--- config.mk ---
export PLATFORM = sky130hd
export DESIGN_NAME = irq_halt_hub
export DESIGN_NICKNAME = d
export VERILOG_FILES = /design/src/rtl/irq_halt_hub.sv
export SDC_FILE = /design/constraint.sdc
export NUM_CORES = 1
export LEC_CHECK = 0
export BUFFER_PORTS_ARGS = -buffer_cell sky130_fd_sc_hd__buf_2
export CORE_UTILIZATION = 57
export CTS_BUF_LIST = sky130_fd_sc_hd__clkbuf_4
export CTS_CLUSTER_SIZE = 30
export DETAILED_ROUTE_END_ITERATION = 10
export PLACE_DENSITY = 0.87
export SLEW_MARGIN = 20
export SYNTH_ARGS = -nofsm -noshare
export SYNTH_HDL_FRONTEND = slang
export SYNTH_SLANG_ARGS = --single-unit
--- constraint.sdc ---
create_clock -name clk -period 3.8 [get_ports clk]
set_clock_uncertainty 0.05 [all_clocks]
set_input_delay 0.76 -clock clk [delete_from_list [all_inputs] [get_ports clk]]
set_output_delay 0.76 -clock clk [all_outputs]
set_load 0.01 [all_outputs]
--- src/rtl/irq_halt_hub.sv ---
module irq_halt_hub #(
  parameter int RST_CYCLES = 4
) (
  input  logic        clk,
  input  logic        rst_n,
  input  logic        wr_en,
  input  logic [2:0]  wr_addr,
  input  logic [31:0] wr_data,
  input  logic [2:0]  rd_addr,
  output logic [31:0] rd_data,
  input  logic [31:0] ev_i,
  output logic [1:0]  halt_req_o,
  output logic [1:0]  q_reset_o,
  output logic        irq_o
);
  localparam int CW = $clog2(RST_CYCLES + 1);
  localparam logic [31:0] EXT_OK  = 32'h78fffff7;
  localparam logic [31:0] ERR_M0  = 32'h18000ee6;
  localparam logic [31:0] ERR_M1  = 32'h60ee6000;
  localparam logic [31:0] RST_ALL = 32'h0f73f3f7;
  localparam logic [31:0] RST_M0  = 32'h000003f1;
  localparam logic [31:0] RST_M1  = 32'h0003f001;
  localparam logic [2:0] A_STAT = 3'd0, A_MASK = 3'd1, A_CLR = 3'd2,
                         A_GCLR = 3'd3, A_HALT = 3'd4, A_RST = 3'd5;

  logic [31:0] st_q, mask_q;
  logic [CW-1:0] cnt_q;
  logic [1:0] rsel_q;

  wire do_mask = wr_en && wr_addr == A_MASK;
  wire do_clr  = wr_en && wr_addr == A_CLR;
  wire do_gclr = wr_en && wr_addr == A_GCLR && wr_data[0];
  wire do_halt = wr_en && wr_addr == A_HALT;
  wire do_rst  = wr_en && wr_addr == A_RST;

  logic [1:0] rst_pick;
  always_comb begin
    rst_pick = 2'b00;
    if (do_rst) begin
      if (wr_data == RST_ALL)     rst_pick = 2'b11;
      else if (wr_data == RST_M0) rst_pick = 2'b01;
      else if (wr_data == RST_M1) rst_pick = 2'b10;
    end
  end

  wire [1:0] err_hit = {|(ev_i & ERR_M1), |(ev_i & ERR_M0)};
  wire [1:0] ack_hit = ev_i[26:25] & halt_req_o;
  wire       done    = cnt_q == CW'(1);

  wire [31:0] set_v = (ev_i & EXT_OK) | {5'd0, ack_hit, done, 24'd0};
  wire [31:0] clr_v = do_gclr ? '1 : (do_clr ? wr_data : '0);
  wire [1:0]  swh   = do_halt ? wr_data[1:0] : 2'b00;

  always_ff @(posedge clk or negedge rst_n) begin
    if (!rst_n) begin
      st_q       <= '0;
      mask_q     <= '0;
      halt_req_o <= '0;
      cnt_q      <= '0;
      rsel_q     <= '0;
    end else begin
      st_q       <= (st_q & ~clr_v) | set_v;
      if (do_mask) mask_q <= wr_data;
      halt_req_o <= (halt_req_o & ~ack_hit & ~rst_pick) | err_hit | swh;
      if (rst_pick != 2'b00) begin
        cnt_q  <= CW'(RST_CYCLES);
        rsel_q <= ((cnt_q != '0) ? rsel_q : 2'b00) | rst_pick;
      end else if (cnt_q != '0) begin
        cnt_q <= cnt_q - CW'(1);
        if (done) rsel_q <= 2'b00;
      end
    end
  end

  assign q_reset_o = rsel_q;
  assign irq_o     = |(st_q & mask_q);
  assign rd_data   = (rd_addr == A_STAT) ? st_q : (rd_addr == A_MASK) ? mask_q : '0;

  assert_halt_err0_R5: assert property (@(posedge clk) disable iff (!rst_n)
    (|(ev_i & ERR_M0)) |=> halt_req_o[0]);
  assert_halt_err1_R5: assert property (@(posedge clk) disable iff (!rst_n)
    (|(ev_i & ERR_M1)) |=> halt_req_o[1]);
  assert_ack_status_R7: assert property (@(posedge clk) disable iff (!rst_n)
    (halt_req_o[0] && ev_i[25]) |=> st_q[25]);
  assert_done_status_R8: assert property (@(posedge clk) disable iff (!rst_n)
    done |=> st_q[24]);
  assert_qreset_cause_R8: assert property (@(posedge clk) disable iff (!rst_n)
    $rose(|q_reset_o) |-> $past(do_rst));
  assert_event_wins_R3: assert property (@(posedge clk) disable iff (!rst_n)
    (ev_i[0] && do_clr) |=> st_q[0]);
  assert_unused_bits_R10: assert property (@(posedge clk) disable iff (!rst_n)
    !st_q[3] && !st_q[31]);
  assert_irq_masked_R2: assert property (@(posedge clk) disable iff (!rst_n)
    irq_o |-> (mask_q != '0));
endmodule

==> flow_summary.toml, run 1 <==
[status]
outcome = "finished, final reports clean"

[yosys]
ys.warnings.count = 0
ys_ff_latch = 71
syn_nets = 397
synth_edf_count = 0
netlist_instances = 321
synth-async-reset-ratio_pct = 100
synth.avg_cell_area_sq_um = 11.1
ys_seq_area_share_pct = 49.7
synth_flop_cell = "dfrtp_1"
ys_types = 39
synth_area_sq_um = 3570

[critical_path]
required_ps = 2990
reg2reg_slack_ps = 2360
cp-end-kind = "output port"
slowest_stage = "or4_1"
cp_max_fo = 3
cpPeakStageDelay_ps = 540
r2r_start = "cnt_q[0]$_DFFE_PN0P_"
ff2ff_path_depth = 6
worstPathArrival_ps = 2250
rr_endpoint = "cnt_q[1]$_DFFE_PN0P_"
path_class = "register to output port"
crit_path_start_kind = "register"
crit_family = "simple AND/OR/NAND/NOR gates"
critPathBufInv = 1
crit_chain = "a22o_1, a221oi_1, nand3_1, or4_1, buf_2"

[timing]
slew_violations = 0
post-route-period-util_pct = 80.5
fmax_ghz = 0.327
worst_pin_slew_ps = 888
setup_tns_ps = 0
relSlewSlack_pct = 40.8
rsz0062_at_grt = "no"
period_needed_ps = 3060
hold_viol = 0
setup_viol = 0

[clock_tree]
cts_resized = 0
clk_latency_ps = 430
numCtsBuffers = 9
postCtsSetupRepairBufs = 0
hold_buffers = 0
clock_sinks = 71
h-tree-depth = 3
cts_buffer_depth = 2
clkTransAtPathRegs_ps = 120
cts-root-buf = "clkbuf_4"
cts_tree = "built"

[pwr]
ir_drop_mv = 0.236
p_leak_nw = 1.84
total_power_w = 0.00162
p_per_area_nw_per_um2 = 376

[cells_and_area]
fill_cells = 444
design_area_sq_um = 4300
ff_latch_area_sq_um = 1780
n_antenna_cell = 0
final_common_cell = "buf_2"
multi_input_area_sq_um = 1740
drive_gt1_share_pct = 45.2
post-route-util_pct = 71.8
fin_nets = 504
layout_common_cells = "buf_2 (106), dfrtp_1 (71), nand2_1 (40)"
syn2layout_area_growth_pct = 20.5

[floorplan]
die_w_um = 81.2
ioPinCount = 110
initial_core_util_pct = 59.6
placementRows = 28
die_area_sq_um = 6590
core_sq_um = 5990
die_h_um = 81.2

[route]
wirelength_um = 10400
dr.first_iter.drc_count = 338
routed_via_density = 6.61
ant_nets = 0
drc = 0
vias = 3347
wl_met1_um = 4130
drt_first_pass_iters = 5
wl_met3_um = 900
wl_met2_um = 5070
top_layer = "met4"
wl_per_cell_um = 20.5

[place]
port_buffers = 106
gp_congestion = 0.896
hpwlAfterDp_um = 7390
postPlaceCellArea_sq_um = 4210

[grt]
grt_start_max_net_pins = 72
grt_use_total_pct = 33.7
grt_pass1_wl_um = 16100
grt_pass1_vias = 3276
overflow = 0
antenna_found_initial = 0

[hold_path]
hp-start = "ev_i[0]"
hold_path.class = "input pin to register"
whs_endpoint = "st_q[0]$_DFF_PN0_"
min_path_cells = 2

[flow_run]
cap_violations = 0
power breakdown:
part	total [W]	switching [W]	internal, W
sequential	0.000922	0.0000782	0.000844
clock	0.000386	0.000264	0.000123
combinational	0.000311	0.000149	0.000162
total	0.00162	0.000491	0.00113
worst max path at each step:
stage                        from                 endpoint  slack (ps)  depth (start not counted)
6_report       st_q[13]$_DFF_PN0_                    irq_o         740                          5
3_3_place_gp          wr_data[14]  halt_req_o[0]$_DFF_PN0_        1060                          6
3_5_place_dp          wr_data[14]  halt_req_o[0]$_DFF_PN0_        1040                          6
4_1_cts        st_q[13]$_DFF_PN0_                    irq_o         740                          5
2_1_floorplan         wr_data[14]  halt_req_o[0]$_DFF_PN0_        1310                          5
5_1_grt        st_q[13]$_DFF_PN0_                    irq_o         660                          5
cell families after synthesis:
kind of cell	synth area share, %
buffers and inverters	2.21
and+or+nand+nor	14.5
adders and majority gates	1.05
AOI/OAI and AO/OA	21.9
muxes	10.4
xor gates and xnor gates	0.245
DFF	49.7
cell usage after synthesis, types with 4 or more instances:
cell type	count	share of area [%]
a21oi_1	6	0.84
a22o_1	34	8.3
a22oi_1	12	2.5
a31o_2	28	6.9
clkbuf_1	13	1.4
dfrtp_1	71	50
inv_1	5	0.53
mux2_2	32	10
nand2_1	40	4.2
nand3_1	7	0.98
nand4_1	5	0.88
nor2_1	11	1.2
nor2b_1	4	0.70
nor3_1	5	0.70
nor4_1	6	1.1
or4_1	7	1.5
registers in the layout (all words and copies together), names as in the netlist:
| register | count |
|---|---|
| st_q | 32 |
| cnt_q | 3 |
| halt_req_o | 2 |
| mask_q | 32 |
| q_reset_o | 2 |
worst reg2reg max path, stage by stage (launching register included):
cell     delay [ps]
dfrtp_1         400
inv_1           120
ha_1            230
nor2b_1         290
nor2_1           70
a21oi_1         120
nor2_1           60
area by class of cell:
cell class                 count  share of cell area (%)
inverter                       5                   0.436
timing repair buffer         112                    13.4
sequential                    71                    41.3
multi-input combinational    229                    40.5
clock inverter                 5                   0.640
clock buffer                   9                    1.57
tap                           75                    2.18
metal layers:
layer,up-vias,GRT usage [%]
li1,1455,-
met1,1658,43.7
met2,202,53.2
met3,32,7.87
met4,0,16.3
met5,-,0
through the flow:
stage | worst slack, ps | hold WS (ps) | cells
floorplan | 1310 | 414 | 321
global placement | 1060 | 441 | 492
detailed placement | 1040 | 452 | 492
CTS | 743 | 455 | 506
global route | 656 | 462 | 506
finish | 739 | 465 | 506
Power figures use the tool's default switching activity.
==> run 2, diff against run 1 <==
- ABC_AREA: unset -> 1
- CORE_UTILIZATION: 57 -> 54
- PLACE_DENSITY: 0.87 -> 0.81
- clock period: 3.8 -> 3 ns (I/O delays scaled with it)
==> flow_summary.toml, run 2 <==
[status]
outcome = "finished, final reports clean"

[clock_tree]
cts-root-buf = "clkbuf_4"
numCtsBuffers = 9
clock_sinks = 71
hold_buffers = 0
cts_tree = "built"
clkTransAtPathRegs_ps = 120
clk_latency_ps = 390
cts_resized = 0
postCtsSetupRepairBufs = 0
cts_buffer_depth = 2
h-tree-depth = 3

[yosys]
synth-async-reset-ratio_pct = 100
syn_nets = 590
ys_seq_area_share_pct = 45.9
yosys.area.top_type = "dfrtp_1"
ys_types = 27
synth_commonest_cells = "inv_1 (115), nand2_1 (94), dfrtp_1 (71)"
synth_top_area_share_pct = 45.9
synth.top_cells.by_area = "dfrtp_1 (46%), inv_1 (11%), o22ai_1 (11%)"
synth_flop_cell = "dfrtp_1"
netlist_instances = 514
ys_ff_latch = 71
ys.warnings.count = 0
synth.avg_cell_area_sq_um = 7.53
yosysMostFrequentCell = "inv_1"
synth_area_sq_um = 3870
synth_edf_count = 0

[critical_path]
cpPeakStageDelay_ps = 410
cp_max_fo = 3
cp-end-kind = "output port"
r2r_start = "cnt_q[0]$_DFFE_PN0P_"
reg2reg_slack_ps = 1670
required_ps = 2350
ff2ff_path_depth = 6
path_class = "register to output port"
rr_endpoint = "q_reset_o[1]$_DFFE_PN0P_"
worst_path_most_repeated_cell = "nand2_1"
slowest_stage = "dfrtp_1"
crit_path_start_kind = "register"
crit_chain = "nand2_1, nand2_1, a221oi_1, o211a_1, nand3_1, buf_2"
worstPathArrival_ps = 1710

[hold_path]
hold_path.class = "input pin to async pin"

[timing]
fin_hold_ws_ps = 58.6
rsz0062_at_grt = "no"
worst_pin_slew_ps = 570
post-route-period-util_pct = 78.7
setup_tns_ps = 0
fmax_ghz = 0.423
hold_viol = 0
period_needed_ps = 2360
relSlewSlack_pct = 62.0
slew_violations = 0
setup_viol = 0

[cells_and_area]
fin_nets = 694
drive_gt1_share_pct = 22.0
final_common_cell = "inv_1"
n_antenna_cell = 0
fill_cells = 613
layout_common_cells = "inv_1 (115), buf_2 (106), nand2_1 (94)"
syn2layout_area_growth_pct = 20.2
reg_top3 = "mask_q (32), st_q (32), cnt_q (3)"

[floorplan]
ioPinCount = 110
die_w_um = 86.7
core_sq_um = 6870
die_h_um = 86.7
die_area_sq_um = 7510
placementRows = 30
initial_core_util_pct = 56.3

[route]
wl_per_cell_um = 14.9
ant_nets = 0
routed_via_density = 5.47
dr.first_iter.drc_count = 347
wirelength_um = 10700
drc = 0
vias = 3930
drt_first_pass_iters = 5

[pwr]
p_leak_nw = 2.61
p_per_area_nw_per_um2 = 480
ir_drop_mv = 0.232

[grt]
overflow = 0
antenna_found_initial = 0
grt_start_max_net_pins = 65
grt_use_total_pct = 30.0
grt_pass1_wl_um = 17300
grt_pass1_vias = 3736

[place]
gp_congestion = 0.850
port_buffers = 106
hpwlAfterDp_um = 7630

[flow_run]
cap_violations = 0
## run 2: changes by cell type after synthesis, moves of 12 or more
cell	before	now
a22o_1	34	0
a22oi_1	12	0
a31o_2	28	0
inv_1	5	115
mux2_2	32	0
nand2_1	40	94
nor2_1	11	35
o21ai_0	1	49
o21bai_1	0	12
o22ai_1	0	69
## run 2: cells by family after synthesis
group	share of synthesized area [%]
simple gates	17.5
compound gates	21.7
buf+inv	13.5
flops	45.9
fa+ha+maj	0.970
xor+xnor	0.453
## run 2: layout make-up
| type | count | area [sq um] | share of cell area (%) |
|---|---|---|---|
| clock inverter | 7 | 87.6 | 1.88 |
| tap | 96 | 120 | 2.58 |
| sequential | 71 | 1780 | 38.2 |
| multi-input combinational | 306 | 1570 | 33.8 |
| inverter | 116 | 435 | 9.36 |
| clock buffer | 9 | 67.6 | 1.45 |
| timing repair buffer | 114 | 591 | 12.7 |
## run 2: power by group
part / switching [W] / internal [W]
clock network: 0.000349 / 0.000332
registers: 0.0000553 / 0.00105
logic: 0.000269 / 0.000175
## run 2: critical path: cells and delay by family (launching register included)
family | cells | cell delay [ps]
AO/OA/AOI/OAI | 2 | 500
flip-flops | 1 | 410
AND/OR/NAND/NOR | 3 | 230
buffers and inverters | 1 | 160
## run 2: metrics by stage
stage	cell area, sq um	power [W]	instances	util (%)	worst slack (ps)
3_5_place_dp	4500	0.00157	703	65.5	806
4_1_cts	4650	0.00224	719	67.7	627
2_1_floorplan	3870	0.00139	514	-	1100
6_report	4650	0.00224	719	67.7	639
3_3_place_gp	4500	0.00154	703	65.5	819
5_1_grt	4650	0.00236	719	67.7	460
## run 2: metal layers
| metal | wire length [um] | global-route usage, % | vias up |
|---|---|---|---|
| li1 | - | - | 1882 |
| met1 | 4640 | 41.4 | 1828 |
| met2 | 5070 | 48.7 | 200 |
| met3 | 803 | 3.90 | 20 |
| met4 | 199 | 10.8 | 0 |
| met5 | 0 | 0 | - |
## run 2: worst max path at each step
| stage | start | end | slack, ps | cells past startpoint |
|---|---|---|---|---|
| 3_5_place_dp | rd_addr[0] | rd_data[31] | 810 | 6 |
| 4_1_cts | mask_q[30]$_DFFE_PN0P_ | irq_o | 630 | 7 |
| 3_3_place_gp | rd_addr[0] | rd_data[31] | 820 | 6 |
| 5_1_grt | mask_q[30]$_DFFE_PN0P_ | irq_o | 460 | 7 |
| 2_1_floorplan | rd_addr[0] | rd_data[10] | 1100 | 4 |
| 6_report | mask_q[16]$_DFFE_PN0P_ | irq_o | 640 | 6 |
==> run 3, diff against run 2 <==
- CORE_UTILIZATION: 54 -> 49
- PLACE_DENSITY: 0.81 -> 0.78
- clock period: 3 -> 1.98 ns (I/O delays scaled with it)
==> flow_summary.toml, run 3 (same netlist as run 2, synthesis figures left out) <==
[cells_and_area]
final_common_cell = "inv_1"
fin_nets = 695
n_antenna_cell = 0
reg_top3 = "mask_q (32), st_q (32), cnt_q (3)"
drive_gt1_share_pct = 22.7
layout_common_cells = "inv_1 (111), buf_2 (106), nand2_1 (94)"
syn2layout_area_growth_pct = 20.9
design_area_sq_um = 4680
fill_cells = 736

[clock_tree]
clkTransAtPathRegs_ps = 110
cts_buffer_depth = 2
h-tree-depth = 3
postCtsSetupRepairBufs = 0
numCtsBuffers = 9
clock_sinks = 71
cts_tree = "built"
clk_latency_ps = 390
cts-root-buf = "clkbuf_4"

[grt]
antenna_found_initial = 0
grt_pass1_vias = 3841
overflow = 0
grt_use_total_pct = 27.2
grt_pass1_wl_um = 17900
grt_start_max_net_pins = 72

[timing]
slew_violations = 0
rsz0062_at_grt = "yes"
post-route-period-util_pct = 107
worst_pin_slew_ps = 465
setup_viol = 1
hold_viol = 0
setup_tns_ps = -131
fmax_ghz = 0.474
relSlewSlack_pct = 68.7
worst_slack_ps = -131
period_needed_ps = 2110

[critical_path]
crit_chain = "inv_2, o22ai_2, a21oi_2, o21ai_2, nor3_2, nand3_1, buf_2"
required_ps = 1530
worstPathArrival_ps = 1660
critPathBufInv = 2
path_class = "register to output port"
crit_family = "flip-flops"
cp_max_fo = 2
crit_path_start_kind = "register"
cp-end-kind = "output port"
slowest_stage = "dfrtp_1"
cpPeakStageDelay_ps = 420

[floorplan]
ioPinCount = 110
die_w_um = 90.9
die_area_sq_um = 8260
placementRows = 32
core_sq_um = 7690
die_h_um = 90.9
initial_core_util_pct = 50.3

[route]
wl_per_cell_um = 14.9
vias = 3950
drt_first_pass_iters = 5
drc = 0
routed_via_density = 5.46
dr.first_iter.drc_count = 413
ant_nets = 0
wirelength_um = 10800

[hold_path]
hold_path.class = "input pin to register"

[pwr]
p_leak_nw = 2.61
ir_drop_mv = 0.264
p_per_area_nw_per_um2 = 670

[place]
port_buffers = 106
hpwlAfterDp_um = 7520
gp_congestion = 0.826
postPlaceCellArea_sq_um = 4550

[status]
outcome = "finished, violations left"
violations = "negative setup slack"

[flow_run]
cap_violations = 0
## run 3: cell types whose count changed in the layout (fill, tap and decap cells not counted), sizes merged
cell,delta
bufinv,-2
clkbuf,+2
clkinv,-1
clkinvlp,-1
dlygate4sd3,+1
## run 3: area by class of cell
type / instances / area [sq um] / area share [%]
Clock inverter: 3 / 12.5 / 0.267
Clock buffer: 11 / 82.6 / 1.77
Inverter: 116 / 435 / 9.31
Sequential cell: 71 / 1780 / 38.0
Timing Repair Buffer: 115 / 651 / 13.9
Tap cell: 102 / 128 / 2.73
Multi-Input combinational cell: 306 / 1590 / 34.0
## run 3: layer usage
layer  wire length, um  global-route usage [%]  part of all wire, %
met5                 0                       0                    0
met4               175                    10.6                  1.6
met3               896                    4.38                  8.3
met2              4950                    41.7                   46
met1              4760                    38.7                   44
## run 3: timing repair
item                                    4_1_cts  5_1_grt
hold endpoints to repair                     71        0
pin swaps                                     0        3
hold buffers                                  1        0
endpoints found under the setup margin        1        1
resized for setup                             2        7
## run 3: per-stage QoR
stage	power [W]	worst slack [ps]	hold slack, ps	utilization (%)	cells
after CTS	0.00312	-124	111	60.7	724
after floorplan	0.00210	484	50.4	-	514
after global routing	0.00331	-210	115	60.9	724
after detailed placement	0.00238	183	404	59.2	709
final	0.00313	-131	134	60.9	724
after global placement	0.00235	182	402	59.2	709
## run 3: worst reg2reg max path, delay by kind of cell (launching register included)
family                   cells  cell delay, ps
adder cells (fa/ha/maj)      1             220
buffers and inverters        1              90
flip-flops                   1             370
AND/OR/NAND/NOR              4             500
## run 3: final timing paths
check                                  startpoint                  endpoint  slack, ps  cells past startpoint
max in group asynchronous                   rst_n        st_q[24]$_DFF_PN0_       1080                      3
min reg2reg                mask_q[20]$_DFFE_PN0P_    mask_q[20]$_DFFE_PN0P_        450                      2
min in group asynchronous                   rst_n        st_q[16]$_DFF_PN0_        490                      3
min                                      ev_i[12]        st_q[12]$_DFF_PN0_        130                      2
max reg2reg                  cnt_q[0]$_DFFE_PN0P_  q_reset_o[1]$_DFFE_PN0P_        650                      6
max                        mask_q[30]$_DFFE_PN0P_                     irq_o       -130                      7
## run 3: where the power goes
group          total, W  internal, W  switching, W
sequential      0.00168      0.00160     0.0000867
combinational  0.000695     0.000281      0.000414
clock          0.000755     0.000264      0.000490
